$ cat src/rtl/dmacsr_pkg.sv
package dmacsr_pkg;
   localparam int CHN_W  = 6;
   localparam int WORD_W = 32;
   localparam int ADDR_W = 5;

   typedef enum logic [ADDR_W-1:0] {
      A_CTRL   = 5'd0,
      A_ESTAT  = 5'd1,
      A_RQE_H  = 5'd2,
      A_RQE_L  = 5'd3,
      A_EIE_H  = 5'd4,
      A_EIE_L  = 5'd5,
      A_INP_H  = 5'd6,
      A_INP_L  = 5'd7,
      A_ERP_H  = 5'd8,
      A_ERP_L  = 5'd9,
      A_DNE_H  = 5'd10,
      A_DNE_L  = 5'd11,
      A_C_SRQ  = 5'd16,
      A_C_CRQ  = 5'd17,
      A_C_SEI  = 5'd18,
      A_C_CEI  = 5'd19,
      A_C_CIN  = 5'd20,
      A_C_CER  = 5'd21,
      A_C_STA  = 5'd22,
      A_C_CDN  = 5'd23
   } csr_addr_e;

   localparam int CTRL_DYN = 31;
   localparam int CTRL_RRG = 3;
   localparam int CTRL_RRC = 2;
endpackage

$ cat src/rtl/dmacsr_cmd_decode.sv
module dmacsr_cmd_decode
   import dmacsr_pkg::*;
#(
   parameter int NUM_CH = 64
) (
   input  logic              bus_wr,
   input  logic [ADDR_W-1:0] bus_addr,
   input  logic [WORD_W-1:0] bus_wdata,
   output logic [NUM_CH-1:0] set_rq,
   output logic [NUM_CH-1:0] clr_rq,
   output logic [NUM_CH-1:0] set_ei,
   output logic [NUM_CH-1:0] clr_ei,
   output logic [NUM_CH-1:0] clr_in,
   output logic [NUM_CH-1:0] clr_er,
   output logic [NUM_CH-1:0] go,
   output logic [NUM_CH-1:0] clr_dn
);
   localparam logic [7:0] NCH8 = 8'(NUM_CH);

   logic              chan_ok;
   logic [NUM_CH-1:0] hit;
   logic [NUM_CH-1:0] w1c_in;
   logic [NUM_CH-1:0] w1c_er;

   assign chan_ok = bus_wdata[7:0] < NCH8;

   for (genvar i = 0; i < NUM_CH; i++) begin : g_hit
      localparam csr_addr_e IN_WORD = (i >= 32) ? A_INP_H : A_INP_L;
      localparam csr_addr_e ER_WORD = (i >= 32) ? A_ERP_H : A_ERP_L;
      assign hit[i]    = chan_ok && (bus_wdata[CHN_W-1:0] == 6'(i));
      assign w1c_in[i] = bus_wr && (bus_addr == IN_WORD) && bus_wdata[i % 32];
      assign w1c_er[i] = bus_wr && (bus_addr == ER_WORD) && bus_wdata[i % 32];
   end

   always_comb begin
      set_rq = (bus_wr && bus_addr == A_C_SRQ) ? hit : '0;
      clr_rq = (bus_wr && bus_addr == A_C_CRQ) ? hit : '0;
      set_ei = (bus_wr && bus_addr == A_C_SEI) ? hit : '0;
      clr_ei = (bus_wr && bus_addr == A_C_CEI) ? hit : '0;
      go     = (bus_wr && bus_addr == A_C_STA) ? hit : '0;
      clr_dn = (bus_wr && bus_addr == A_C_CDN) ? hit : '0;
      clr_in = ((bus_wr && bus_addr == A_C_CIN) ? hit : '0) | w1c_in;
      clr_er = ((bus_wr && bus_addr == A_C_CER) ? hit : '0) | w1c_er;
   end
endmodule

$ cat src/rtl/dmacsr_chan_bits.sv
module dmacsr_chan_bits #(
   parameter int NUM_CH = 64
) (
   input  logic              clk,
   input  logic              rst_n,
   input  logic [NUM_CH-1:0] set_rq,
   input  logic [NUM_CH-1:0] clr_rq,
   input  logic [NUM_CH-1:0] set_ei,
   input  logic [NUM_CH-1:0] clr_ei,
   input  logic [NUM_CH-1:0] clr_in,
   input  logic [NUM_CH-1:0] clr_er,
   input  logic [NUM_CH-1:0] clr_dn,
   input  logic [NUM_CH-1:0] done_hit,
   input  logic [NUM_CH-1:0] err_hit,
   output logic [NUM_CH-1:0] rqe,
   output logic [NUM_CH-1:0] eie,
   output logic [NUM_CH-1:0] inp,
   output logic [NUM_CH-1:0] erp,
   output logic [NUM_CH-1:0] dne
);
   for (genvar i = 0; i < NUM_CH; i++) begin : g_ch
      always_ff @(posedge clk) begin
         if (!rst_n) begin
            rqe[i] <= 1'b0;
            eie[i] <= 1'b0;
            inp[i] <= 1'b0;
            erp[i] <= 1'b0;
            dne[i] <= 1'b0;
         end else begin
            if (set_rq[i])      rqe[i] <= 1'b1;
            else if (clr_rq[i]) rqe[i] <= 1'b0;
            if (set_ei[i])      eie[i] <= 1'b1;
            else if (clr_ei[i]) eie[i] <= 1'b0;
            if (done_hit[i])    inp[i] <= 1'b1;
            else if (clr_in[i]) inp[i] <= 1'b0;
            if (err_hit[i])     erp[i] <= 1'b1;
            else if (clr_er[i]) erp[i] <= 1'b0;
            if (done_hit[i])    dne[i] <= 1'b1;
            else if (clr_dn[i]) dne[i] <= 1'b0;
         end
      end

      assert_done_sets_pend_R6: assert property (@(posedge clk) disable iff (!rst_n)
         done_hit[i] |=> (inp[i] && dne[i]));
      assert_err_sets_pend_R8: assert property (@(posedge clk) disable iff (!rst_n)
         err_hit[i] |=> erp[i]);
   end
endmodule

$ cat src/rtl/dmacsr_err_capture.sv
module dmacsr_err_capture
   import dmacsr_pkg::*;
#(
   parameter int NUM_CH = 64
) (
   input  logic              clk,
   input  logic              rst_n,
   input  logic              err_ok,
   input  logic [CHN_W-1:0]  err_chan,
   input  logic [9:0]        err_cause,
   input  logic [NUM_CH-1:0] sw_clr_er,
   output logic [WORD_W-1:0] estat
);
   logic             vld_q;
   logic [CHN_W-1:0] chan_q;
   logic [9:0]       cause_q;
   logic             release_now;

   assign release_now = vld_q && sw_clr_er[chan_q];

   always_ff @(posedge clk) begin
      if (!rst_n) begin
         vld_q   <= 1'b0;
         chan_q  <= '0;
         cause_q <= '0;
      end else if (err_ok && (!vld_q || release_now)) begin
         vld_q   <= 1'b1;
         chan_q  <= err_chan;
         cause_q <= err_cause;
      end else if (release_now) begin
         vld_q   <= 1'b0;
         chan_q  <= '0;
         cause_q <= '0;
      end
   end

   assign estat = {vld_q, 15'd0, cause_q[9:8], chan_q, cause_q[7:0]};

   assert_capture_first_R9: assert property (@(posedge clk) disable iff (!rst_n)
      (err_ok && !vld_q) |=> (estat[31] && estat[13:8] == $past(err_chan)));
   assert_hold_first_R10: assert property (@(posedge clk) disable iff (!rst_n)
      (vld_q && !release_now) |=> $stable(estat));
endmodule

$ cat src/rtl/dmacsr_bank.sv
module dmacsr_bank
   import dmacsr_pkg::*;
#(
   parameter int NUM_CH = 64
) (
   input  logic              clk,
   input  logic              rst_n,
   input  logic              bus_wr,
   input  logic              bus_rd,
   input  logic [4:0]        bus_addr,
   input  logic [31:0]       bus_wdata,
   output logic [31:0]       bus_rdata,
   input  logic              done_vld,
   input  logic [5:0]        done_chan,
   input  logic              err_vld,
   input  logic [5:0]        err_chan,
   input  logic [9:0]        err_cause,
   output logic [NUM_CH-1:0] req_en,
   output logic [NUM_CH-1:0] start_req,
   output logic              dyn_clk_en,
   output logic              rr_group,
   output logic              rr_chan,
   output logic              irq
);
   localparam logic [7:0] NCH8 = 8'(NUM_CH);

   initial begin
      if (NUM_CH < 2 || NUM_CH > 64)
         $error("dmacsr_bank: NUM_CH must lie in 2..64");
   end

   logic [NUM_CH-1:0] set_rq, clr_rq, set_ei, clr_ei, clr_in, clr_er, go, clr_dn;
   logic [NUM_CH-1:0] done_hit, err_hit;
   logic [NUM_CH-1:0] rqe, eie, inp, erp, dne;
   logic [31:0]       estat;
   logic [31:0]       ctrl_q;
   logic              err_ok;

   dmacsr_cmd_decode #(.NUM_CH(NUM_CH)) u_dec (
      .bus_wr(bus_wr), .bus_addr(bus_addr), .bus_wdata(bus_wdata),
      .set_rq(set_rq), .clr_rq(clr_rq), .set_ei(set_ei), .clr_ei(clr_ei),
      .clr_in(clr_in), .clr_er(clr_er), .go(go), .clr_dn(clr_dn)
   );

   assign err_ok = err_vld && ({2'b00, err_chan} < NCH8);

   for (genvar i = 0; i < NUM_CH; i++) begin : g_evt
      assign done_hit[i] = done_vld && (done_chan == 6'(i));
      assign err_hit[i]  = err_vld && (err_chan == 6'(i));
   end

   dmacsr_chan_bits #(.NUM_CH(NUM_CH)) u_bits (
      .clk(clk), .rst_n(rst_n),
      .set_rq(set_rq), .clr_rq(clr_rq), .set_ei(set_ei), .clr_ei(clr_ei),
      .clr_in(clr_in), .clr_er(clr_er), .clr_dn(clr_dn),
      .done_hit(done_hit), .err_hit(err_hit),
      .rqe(rqe), .eie(eie), .inp(inp), .erp(erp), .dne(dne)
   );

   dmacsr_err_capture #(.NUM_CH(NUM_CH)) u_ecap (
      .clk(clk), .rst_n(rst_n), .err_ok(err_ok), .err_chan(err_chan),
      .err_cause(err_cause), .sw_clr_er(clr_er), .estat(estat)
   );

   always_ff @(posedge clk) begin
      if (!rst_n) begin
         ctrl_q    <= '0;
         start_req <= '0;
      end else begin
         start_req <= go;
         if (bus_wr && bus_addr == A_CTRL) begin
            ctrl_q <= '0;
            ctrl_q[CTRL_DYN] <= bus_wdata[CTRL_DYN];
            ctrl_q[CTRL_RRG] <= bus_wdata[CTRL_RRG];
            ctrl_q[CTRL_RRC] <= bus_wdata[CTRL_RRC];
         end
      end
   end

   assign dyn_clk_en = ctrl_q[CTRL_DYN];
   assign rr_group   = ctrl_q[CTRL_RRG];
   assign rr_chan    = ctrl_q[CTRL_RRC];
   assign req_en     = rqe;
   assign irq        = |(inp | (erp & eie));

   logic [63:0] rqe64, eie64, inp64, erp64, dne64;
   assign rqe64 = 64'(rqe);
   assign eie64 = 64'(eie);
   assign inp64 = 64'(inp);
   assign erp64 = 64'(erp);
   assign dne64 = 64'(dne);

   logic [31:0] rd_mux;
   always_comb begin
      case (bus_addr)
         A_CTRL:  rd_mux = ctrl_q;
         A_ESTAT: rd_mux = estat;
         A_RQE_H: rd_mux = rqe64[63:32];
         A_RQE_L: rd_mux = rqe64[31:0];
         A_EIE_H: rd_mux = eie64[63:32];
         A_EIE_L: rd_mux = eie64[31:0];
         A_INP_H: rd_mux = inp64[63:32];
         A_INP_L: rd_mux = inp64[31:0];
         A_ERP_H: rd_mux = erp64[63:32];
         A_ERP_L: rd_mux = erp64[31:0];
         A_DNE_H: rd_mux = dne64[63:32];
         A_DNE_L: rd_mux = dne64[31:0];
         default: rd_mux = '0;
      endcase
   end

   always_ff @(posedge clk) begin
      if (!rst_n)      bus_rdata <= '0;
      else if (bus_rd) bus_rdata <= rd_mux;
   end

   assert_start_onehot_R4: assert property (@(posedge clk) disable iff (!rst_n)
      $onehot0(start_req));
   assert_bad_chan_ignored_R5: assert property (@(posedge clk) disable iff (!rst_n)
      (bus_wr && bus_addr == A_C_STA && bus_wdata[7:0] >= NCH8) |=> (start_req == '0));
   assert_irq_on_done_R12: assert property (@(posedge clk) disable iff (!rst_n)
      (done_vld && ({2'b00, done_chan} < NCH8)) |=> irq);
endmodule

$ cat config.mk
export PLATFORM = sky130hd
export DESIGN_NAME = dmacsr_bank
export DESIGN_NICKNAME = d
export VERILOG_FILES = /design/src/rtl/dmacsr_pkg.sv /design/src/rtl/dmacsr_cmd_decode.sv /design/src/rtl/dmacsr_chan_bits.sv /design/src/rtl/dmacsr_err_capture.sv /design/src/rtl/dmacsr_bank.sv
export SDC_FILE = /design/constraint.sdc
export NUM_CORES = 1
export LEC_CHECK = 0
export BUFFER_PORTS_ARGS = -buffer_cell sky130_fd_sc_hd__buf_4
export CAP_MARGIN = 25
export CORE_UTILIZATION = 32
export CTS_CLUSTER_DIAMETER = 60
export DETAILED_ROUTE_END_ITERATION = 7
export MAX_ROUTING_LAYER = met4
export PLACE_DENSITY_LB_ADDON = 0.2
export RECOVER_POWER = 50
export SETUP_SLACK_MARGIN = 0.2
export SYNTH_ARGS = -nofsm -noshare
export SYNTH_HDL_FRONTEND = slang
export SYNTH_SLANG_ARGS = --single-unit
export TNS_END_PERCENT = 100
$ cat constraint.sdc
create_clock -name clk -period 8.7 [get_ports clk]
set_input_delay 0.87 -clock clk [delete_from_list [all_inputs] [get_ports clk]]
set_output_delay 0.87 -clock clk [all_outputs]
set_load 0.005 [all_outputs]
==> flow_metrics.env <==
export IMPL_period_share_pct=64.7
export IMPL_dp_hpwl_um=90400
export IMPL_post_synth_cell_area_avg_um2=8.48
export IMPL_drc=0
export IMPL_ys_flop_type="dfxtp_1"
export IMPL_finalHoldViolations=0
export IMPL_cts_setup_buffers=0
export IMPL_max_cap_violations=7
export IMPL_grt_max_degree=175
export IMPL_ys_seq_area_share_pct=41.9
export IMPL_use_met2_pct=54.2
export IMPL_slowest_stage="nand2_1"
export IMPL_status="finished with violations"
export IMPL_grt_pass1_vias=20800
export IMPL_wl_um=126000
export IMPL_area_growth_pct=20.0
export IMPL_drv_slew=422
export IMPL_synth_compound_area_share_pct=32.8
export IMPL_grt_busiest_layer="met2"
export IMPL_cts_buffers=51
export IMPL_clock_sinks=436
export IMPL_fin_setup_tns_ns=0
export IMPL_crit_fanout=39
export IMPL_r2r_start="u_ecap.chan_q[2]"
export IMPL_violations="capacitance limit, slew limit"
export IMPL_fin_worst_skew_ns=0.0233
export IMPL_place_inst=3383
export IMPL_start_util_pct=32.4
export IMPL_powerDensity_nw_per_um2=188
export IMPL_place_area_um2=23400
export IMPL_cpPeakStageDelay_ns=1.35
export IMPL_synth_seq_cells=436
export IMPL_finalHoldWorstSlack_ns=0.486
export IMPL_min_period_ns=5.63
export IMPL_rsz0062_at_grt="no"
export IMPL_antenna_found_initial=4
export IMPL_nets=2649
export IMPL_fin_total_pwr_mw=4.71
export IMPL_ys_warn_count=0
export IMPL_place_congestion=1.02
export IMPL_hold_buffers=0
export IMPL_cp_end_kind="flop"
export IMPL_met3_usage_pct=7.04
export IMPL_cp_top_family="simple AND/OR/NAND/NOR gates"
export IMPL_ff2ff_path_depth=8
export IMPL_cp_required_ns=9.16
export IMPL_die_area_um2=66100
export IMPL_overflow=0
export IMPL_cts_tree="built"
export IMPL_cp_buffers_inverters=2
export IMPL_dpl_worst_slack_ns=3.52
export IMPL_r2r_end="u_ecap.chan_q[1]"
export IMPL_crit_type="input pin to flop"
export IMPL_synthMuxAreaShare_pct=0.679
export IMPL_via_count=22500
export IMPL_drt_pass1_iterations=7
export IMPL_synth_top_area_share_pct=41.9
export IMPL_synth_top_family_by_area="compound AO/OA/AOI/OAI gates"
export IMPL_ir_drop_v=0.000161
export IMPL_path_clk_slew_ns=0.06
export IMPL_drive_above_1_share_pct=14.7
export IMPL_synth_edf_count=0
export IMPL_die_x_um=257
export IMPL_min_from="u_bits.dne[34]"
export IMPL_whs_path_depth=2
export IMPL_synth_top_cell_by_area="dfxtp_1"
export IMPL_syn_inst=2456
export IMPL_path_cells="clkbuf_1 -> nor2b_1 -> clkbuf_1 -> nand2_1 -> o2bb2ai_1 -> mux4_2 -> a22oi_1 -> and4_1 -> a221o_1 -> o2111ai_1"
export IMPL_syn_area_um2=20800
export IMPL_final_setup_viol_count=0
export IMPL_cp_start_kind="input pin"
export IMPL_hold_path_class="flop to flop"
export IMPL_final_area_um2=25000
export IMPL_root_buffer="clkbuf_16"
export IMPL_synth_area_leaders="dfxtp_1 (42%), o21ai_0 (8.1%), a21boi_0 (4.7%), and2_1 (4.1%), nand2_1 (4.1%)"
export IMPL_hold_path_end="u_bits.dne[34]"
export IMPL_worst_pin_slew_ns=4.41
export IMPL_layout_cells_non_filler=3481
export IMPL_fin_ws_ns=3.07
export IMPL_grt_pass1_wl_um=172000
export IMPL_arrival_ns=6.09
export IMPL_insertion_delay_ns=0.61
export IMPL_async_reset_ff_share_pct=0
export IMPL_die_h_um=257
export IMPL_core_area_um2=64300
export IMPL_reg2reg_slack_ns=4.51
export IMPL_ios=229
export IMPL_vias_per_cell=6.45
export IMPL_cts_max_level=2
export IMPL_rows=93
export IMPL_worst_slew_margin_rel_pct=-194
export IMPL_synthAdderAreaFrac_pct=0
export IMPL_synthSimpleGateAreaFrac_pct=19.9
export IMPL_cts_resized=0
export IMPL_io_buffers=228
export IMPL_wire_per_inst_um=36.1
export IMPL_grt_usage_pct=38.1
export IMPL_crit_top_cell="clkbuf_1"
export IMPL_grt_use_met1_pct=50.8
export IMPL_postLayoutCoreUtil_pct=38.9
export IMPL_fmax_mhz=178
export IMPL_power_leakage_nw=8.28
export IMPL_clockBufferDepth=3
export IMPL_synthXorXnorAreaFrac_pct=0
export IMPL_yosysUniqueCellTypes=65
export IMPL_mappedNetlistNets=2521
export IMPL_postRouteAntennaNets=0
export IMPL_drt_iter0_drc=3185
-- routing by layer --
layer	vias up	routed length [um]
met5	-	0
met4	0	7710
met3	285	12100
met2	1474	52800
met1	11300	53100
li1	9415	-
-- report_power, final --
group | switching, mW | total (mW) | internal (mW) | leakage, nW
Sequential | 0.0314 | 2.04 | 2.01 | 3.51
Clock | 0.941 | 2.29 | 1.35 | 0.866
Combinational | 0.269 | 0.372 | 0.103 | 3.90
Total | 1.24 | 4.71 | 3.47 | 8.28
-- cell usage in the layout, fill, tap and decap left out, types with 6 or more instances in the layout --
cell and n:
a22oi_1 103, nor2_1 120, a221o_1 8, clkbuf_4 128, nand3_1 31, nor3_1 12
o2bb2a_1 10, and4bb_2 6, buf_4 103, a22o_1 70, a21boi_0 131, nor2_2 11
a32oi_1 12, nand2_1 225, a222oi_1 14, o211ai_1 66, a221oi_1 84, nand2b_1 10
clkbuf_8 13, nor4_1 24, a31oi_1 32, and2_1 136, o2bb2ai_1 14, and3_1 8
dfxtp_1 436, a21oi_1 26, nor2b_1 100, inv_1 36, clkbuf_16 52, nand4_1 44
o21a_1 32, clkbuf_1 51, o2111ai_2 10, o21ai_0 339
-- worst reg2reg max path: stages (launching register included) --
cell       delay, ns
dfxtp_1         0.31
buf_4           0.39
nand3_1         0.48
o31ai_1         0.56
nor4_1          0.21
o41ai_1         0.25
and4_1          0.83
a221o_1         0.82
o2111ai_1       0.19
-- layout make-up --
type / count / area (um^2)
Antenna cell: 4 / 10.0
Multi-Input combinational cell: 1774 / 11300
Timing Repair Buffer: 285 / 2010
Clock buffer: 70 / 1490
Tap cell: 855 / 1070
Clock inverter: 21 / 280
Fill cell: 6587 / 39300
Sequential cell: 436 / 8730
Inverter: 36 / 135
-- sequential cells by signal, indices dropped and copies added (netlist names) --
register	cells
u_ecap.cause_q	10
u_bits.erp	64
u_bits.inp	64
u_bits.dne	64
start_req	64
bus_rdata	32
u_ecap.chan_q	6
u_ecap.vld_q	1
u_bits.eie	64
ctrl_q	3
u_bits.rqe	64
-- Yosys cell counts (4+ instances only) --
cell type / instances
dfxtp_1: 436
o21ai_0: 339
nand2_1: 229
clkbuf_1: 159
and2_1: 138
nor2_1: 132
a21boi_0: 131
a22oi_1: 103
nor2b_1: 100
a221oi_1: 84
a22o_1: 70
o211ai_1: 66
nand4_1: 44
inv_1: 36
a31oi_1: 32
nand3_1: 32
o21a_1: 32
buf_2: 30
a21oi_1: 26
nor4_1: 26
nor3_1: 17
a222oi_1: 14
buf_1: 14
o2bb2ai_1: 14
a32oi_1: 12
nand2b_1: 10
o2111ai_2: 10
o2bb2a_1: 10
a221o_1: 8
and3_1: 8
and4bb_2: 6
and4b_1: 5
nand4b_1: 5
o2111ai_1: 5
buf_4: 4
mux2i_1: 4
mux4_2: 4
nor4b_2: 4
nor4bb_1: 4
or4_1: 4
-- cells by family (layout without fill, tap and decap cells) --
group	Yosys count	in the layout
AOI/OAI and AO/OA	981	981
and+or+nand+nor	784	784
DFF	436	436
buffers and inverters	246	412
muxes	9	9
other	0	4
-- worst max-delay path by stage --
| stage | cells after the start | end | slack, ns | start |
|---|---|---|---|---|
| global route | 10 | u_ecap.chan_q[1] | 2.80 | bus_addr[1] |
| CTS | 9 | u_ecap.chan_q[1] | 4.15 | bus_wdata[2] |
| finish | 10 | u_ecap.chan_q[1] | 3.07 | bus_addr[1] |
| detailed placement | 9 | u_ecap.chan_q[1] | 3.52 | bus_wdata[2] |
| floorplan | 13 | u_ecap.chan_q[4] | 5.25 | bus_addr[1] |
| global placement | 10 | u_ecap.chan_q[3] | 3.55 | bus_wdata[4] |
No activity file was read; power rests on OpenSTA's default activity.
